## src/rtl/stack_seq.sv

```systemverilog
module stack_seq (
  input  logic        clk,
  input  logic        rst_n,
  input  logic        cmd_valid,
  input  logic [3:0]  cmd_op,
  input  logic [15:0] cmd_arg,
  input  logic        cmd_take,
  output logic        busy,
  output logic        done,
  output logic [15:0] pc,
  output logic [15:0] sp,
  output logic [15:0] pop_data,
  output logic [15:0] mem_addr,
  output logic [7:0]  mem_wdata,
  output logic        mem_we,
  input  logic [7:0]  mem_rdata
);
  localparam logic [3:0] OP_CALL = 4'd0, OP_RET = 4'd1, OP_RST = 4'd2, OP_PUSH = 4'd3,
                         OP_POP  = 4'd4, OP_XCH = 4'd5, OP_LDSP = 4'd6, OP_LDPC = 4'd7,
                         OP_JUMP = 4'd8;
  localparam logic [7:0] VEC_MASK = 8'h38;

  typedef enum logic [3:0] {
    S_IDLE, S_WHI, S_WLO, S_RLO, S_RHI, S_RFIN, S_XR0, S_XR1, S_XW0, S_XW1
  } step_t;

  step_t       st;
  logic [15:0] word, tgt;
  logic        ld_pc;
  logic        accept;

  assign busy   = (st != S_IDLE);
  assign accept = cmd_valid && !busy;

  always_comb begin
    mem_addr  = sp;
    mem_wdata = 8'h00;
    mem_we    = 1'b0;
    case (st)
      S_WHI: begin mem_addr = sp - 16'd1; mem_we = 1'b1; mem_wdata = word[15:8]; end
      S_WLO: begin mem_addr = sp - 16'd1; mem_we = 1'b1; mem_wdata = word[7:0];  end
      S_XR1: mem_addr = sp + 16'd1;
      S_XW0: begin mem_we = 1'b1; mem_wdata = word[7:0]; end
      S_XW1: begin mem_addr = sp + 16'd1; mem_we = 1'b1; mem_wdata = word[15:8]; end
      default: ;
    endcase
  end

  always_ff @(posedge clk) begin
    if (!rst_n) begin
      st       <= S_IDLE;
      pc       <= 16'h0000;
      sp       <= 16'h0000;
      word     <= 16'h0000;
      tgt      <= 16'h0000;
      ld_pc    <= 1'b0;
      done     <= 1'b0;
      pop_data <= 16'h0000;
    end else begin
      done <= 1'b0;
      case (st)
        S_IDLE: if (accept) begin
          ld_pc <= 1'b0;
          case (cmd_op)
            OP_CALL: if (cmd_take) begin
                       word <= pc + 16'd2; tgt <= cmd_arg; ld_pc <= 1'b1; st <= S_WHI;
                     end else begin
                       pc <= pc + 16'd2; done <= 1'b1;
                     end
            OP_JUMP: begin
                       pc   <= cmd_take ? cmd_arg : pc + 16'd2;
                       done <= 1'b1;
                     end
            OP_RST:  begin
                       word <= pc; tgt <= {8'h00, cmd_arg[7:0] & VEC_MASK};
                       ld_pc <= 1'b1; st <= S_WHI;
                     end
            OP_PUSH: begin word <= cmd_arg; st <= S_WHI; end
            OP_RET:  if (cmd_take) begin ld_pc <= 1'b1; st <= S_RLO; end
                     else done <= 1'b1;
            OP_POP:  st <= S_RLO;
            OP_XCH:  begin word <= cmd_arg; st <= S_XR0; end
            OP_LDSP: begin sp <= cmd_arg; done <= 1'b1; end
            OP_LDPC: begin pc <= cmd_arg; done <= 1'b1; end
            default: done <= 1'b1;
          endcase
        end
        S_WHI: begin sp <= sp - 16'd1; st <= S_WLO; end
        S_WLO: begin
          sp <= sp - 16'd1;
          if (ld_pc) pc <= tgt;
          done <= 1'b1;
          st   <= S_IDLE;
        end
        S_RLO: begin sp <= sp + 16'd1; st <= S_RHI; end
        S_RHI: begin sp <= sp + 16'd1; pop_data[7:0] <= mem_rdata; st <= S_RFIN; end
        S_RFIN: begin
          pop_data[15:8] <= mem_rdata;
          if (ld_pc) pc <= {mem_rdata, pop_data[7:0]};
          done <= 1'b1;
          st   <= S_IDLE;
        end
        S_XR0: st <= S_XR1;
        S_XR1: begin pop_data[7:0] <= mem_rdata; st <= S_XW0; end
        S_XW0: begin pop_data[15:8] <= mem_rdata; st <= S_XW1; end
        S_XW1: begin done <= 1'b1; st <= S_IDLE; end
        default: st <= S_IDLE;
      endcase
    end
  end
endmodule

```

## config.mk

```make
export PLATFORM = sky130hd
export DESIGN_NAME = stack_seq
export DESIGN_NICKNAME = d
export VERILOG_FILES = /design/src/rtl/stack_seq.sv
export SDC_FILE = /design/constraint.sdc
export NUM_CORES = 1
export LEC_CHECK = 0
export BUFFER_PORTS_ARGS = -buffer_cell sky130_fd_sc_hd__clkbuf_2
export CAP_MARGIN = 15
export CELL_PAD_IN_SITES_DETAIL_PLACEMENT = 1
export CELL_PAD_IN_SITES_GLOBAL_PLACEMENT = 1
export CORE_MARGIN = 4
export CORE_UTILIZATION = 44
export CTS_BUF_LIST = sky130_fd_sc_hd__clkbuf_8 sky130_fd_sc_hd__clkbuf_16
export CTS_CLUSTER_SIZE = 30
export DETAILED_ROUTE_END_ITERATION = 7
export GPL_TIMING_DRIVEN = 0
export PLACE_DENSITY = 0.94
export SLEW_MARGIN = 25
export SYNTH_ARGS = -nofsm -noshare
export SYNTH_HDL_FRONTEND = slang
export SYNTH_SLANG_ARGS = --single-unit
```

## constraint.sdc

```tcl
create_clock -name clk -period 4 [get_ports clk]
set_input_delay 0.8 -clock clk [delete_from_list [all_inputs] [get_ports clk]]
set_output_delay 0.8 -clock clk [all_outputs]
set_load 0.02 [all_outputs]
```

==> reports/qor.yml <==
synth.most_common_cell: "dfxtp_1"
fin_ws_ns: 0.162
synthTopCellsByArea: "dfxtp_1, o21ai_0, a21oi_1"
die_h_um: 122
cts_made_buffers: 9
clock_tree.buffer_depth: 2
hold_ws_ns: 0.502
port_buffers: 104
required_ns: 3.20
maxSlewHeadroom: 0.360
finalCriticalPeriod_ns: 3.84
initial_core_util: 0.451
core-area_mm2: 0.0127
synth_commonest_cells: "dfxtp_1, clkbuf_1, o21ai_0"
h-tree-depth: 3
place_area_mm2: 0.00645
grt-ovfl-total: 0
antennaDiodeCount: 0
dieArea_mm2: 0.0149
track_usage: 0.322
min_period_over_period: 0.960
synth_xor_area_frac: 0.0460
first_pass_iters: 6
synth_ff_type: "dfxtp_1"
yosysUniqueCellTypes: 74
path_cells: "clkbuf_1 > xnor2_1 > nand2b_1 > clkbuf_1 > clkbuf_2 > o22ai_1 > xnor2_1 > clkbuf_2"
clkTransAtPathRegs_ns: 0.07
cts_tree: "built"
grt_antenna_before_repair: 0
vias_per_cell: 6.57
drcViolationCount: 0
num-fill-cells: 1650
synthCells: 743
status: "finished clean"
critPathMaxStageDelay_ns: 0.49
power_mw: 2.48
syn_area_per_cell_um2: 7.69
crit_buf_inv: 4
startpoint_type: "flip-flop"
ioPinCount: 107
clockRootBuffer: "clkbuf_16"
critPathKind: "flip-flop to primary output"
grt_pass1_vias: 6812
finish.utilization: 0.534
p_per_area_mw_per_mm2: 367
critPathArrivalTime_ns: 3.04
vias: 6804
synth-adder-area-share: 0.00657
yosysSeqAreaShare: 0.301
critPathSlowestCell: "clkbuf_1"
p_leak_nw: 2.56
num_rows: 41
max_freq_mhz: 261
synth_compound_area_frac: 0.324
syn-num-nets: 778
clock_skew_ns: 0.0136
tightest_slew_ns: 0.950
worstPathMaxFanout: 10
synth-async-reset-ratio: 0
setup-violations-final: 0
netlist_area_mm2: 0.00571
grt_pass1_wl_um: 37400
path_delay_family: "buffers and inverters"
post-dp-hpwl_um: 17300
rsz0062_at_grt: "false"
die_w_um: 122
synthSimpleGateAreaFrac: 0.235
syn_to_final_growth_pct: 18.4
routedWlPerCell_um: 23.2
fin_setup_tns_ns: 0
ant_nets: 0
muxShareOfSynthArea: 0.0283
drive_gt1_frac: 0.169
dp_slack_ns: 0.500
cts.sinks: 86
synth_edf_count: 0
postCtsSetupRepairBufs: 0
yosysWarnings: 0
synth.top_cell.area_share: 0.301
drt_wl_total_um: 24000
ys_seq_elements: 86
endpoint_kind: "primary output"
finalNetCount: 893
peakVddDrop_v: 0.000183
final_area_mm2: 0.00676
dp_cells: 1019
worst_hold_path_type: "flip-flop to flip-flop"
grt_max_degree: 17
synth_top_family_by_area: "compound AO/OA/AOI/OAI gates"
clk_latency_ns: 0.37
fin_cells: 1035
drt-initial-drc-count: 713
hold_violations: 0
slew_violations: 0
place_congestion: 0.970
maxCapViolCount: 0
yosys.area.top_type: "dfxtp_1"
[per-layer routing]
metal	global-route usage	part of all wire	up-vias
met4	0.158	0.047	0
met1	0.404	0.39	3255
met3	0.0631	0.092	91
li1	-	-	3024
met2	0.530	0.47	434
met5	0	0	-
[cell type report]
| cell class | instances | area, um2 | area share |
|---|---|---|---|
| Multi-Input combinational cell | 572 | 3680 | 0.544 |
| Sequential cell | 86 | 1720 | 0.255 |
| Timing Repair Buffer | 104 | 520 | 0.0770 |
| Buffer | 73 | 294 | 0.0435 |
| Clock buffer | 9 | 225 | 0.0333 |
| Tap cell | 172 | 215 | 0.0318 |
| Clock inverter | 7 | 58.8 | 0.00870 |
| Inverter | 12 | 45.0 | 0.00666 |
[power by group]
part | internal (mW) | switching, mW
Sequential | 0.893 | 0.0423
Combinational | 0.240 | 0.464
Clock | 0.430 | 0.412
[timing repair]
action / in CTS / in global routing
hold buffers: 0 / 0
gates resized for setup: 0 / 7
setup endpoints to repair: 0 / 8
[cells by family (layout without fill, tap and decap cells)]
| group | after synthesis | in the layout |
|---|---|---|
| flops | 86 | 86 |
| fa+ha+maj | 3 | 3 |
| mux | 16 | 16 |
| simple gates | 251 | 251 |
| buf+inv | 85 | 205 |
| xor+xnor | 30 | 30 |
| compound gates | 272 | 272 |
[path summary, 6_finish.rpt]
kind,depth (start not counted),start,slack (ns),to
max,8,st[1],0.16,mem_addr[4]
min reg2reg,2,pop_data[0],0.50,pop_data[0]
max reg2reg,7,st[0],1.15,sp[2]
min,2,pop_data[0],0.50,pop_data[0]
[registers in the layout (all words and copies together) (netlist names)]
name,count
pc,16
pop_data,16
done,1
word,16
sp,16
tgt,16
ld_pc,1
st,4
[layout by cell type (no fill, tap or decap), types with 5 or more instances in the layout]
cell type / netlist / layout
o22ai_1: 11 / 11
xor2_1: 9 / 9
and3b_1: 5 / 5
or3_1: 5 / 5
o21ai_0: 60 / 60
nand2_1: 57 / 57
o221ai_1: 6 / 6
clkbuf_16: 0 / 9
dfxtp_1: 86 / 86
a22oi_1: 26 / 26
a21boi_0: 9 / 9
inv_1: 12 / 13
a41oi_1: 5 / 5
nor3_1: 15 / 14
xnor2_1: 21 / 21
mux2i_1: 15 / 15
clkbuf_2: 0 / 106
nand3_1: 22 / 22
clkbuf_1: 64 / 62
buf_1: 5 / 5
a22o_1: 9 / 9
a32oi_1: 6 / 6
nand4_1: 8 / 8
a31oi_1: 15 / 15
nor2b_1: 33 / 33
nor3b_1: 15 / 14
a221oi_1: 12 / 12
nor4_1: 11 / 9
o211a_1: 7 / 7
a21oi_1: 53 / 52
nor2_1: 51 / 51
o21a_1: 5 / 5
[worst min-delay path: stages (launching register included)]
cell,delay (ns)
dfxtp_1,0.33
nand2_1,0.06
a21boi_0,0.06
Power figures use the tool's default switching activity.
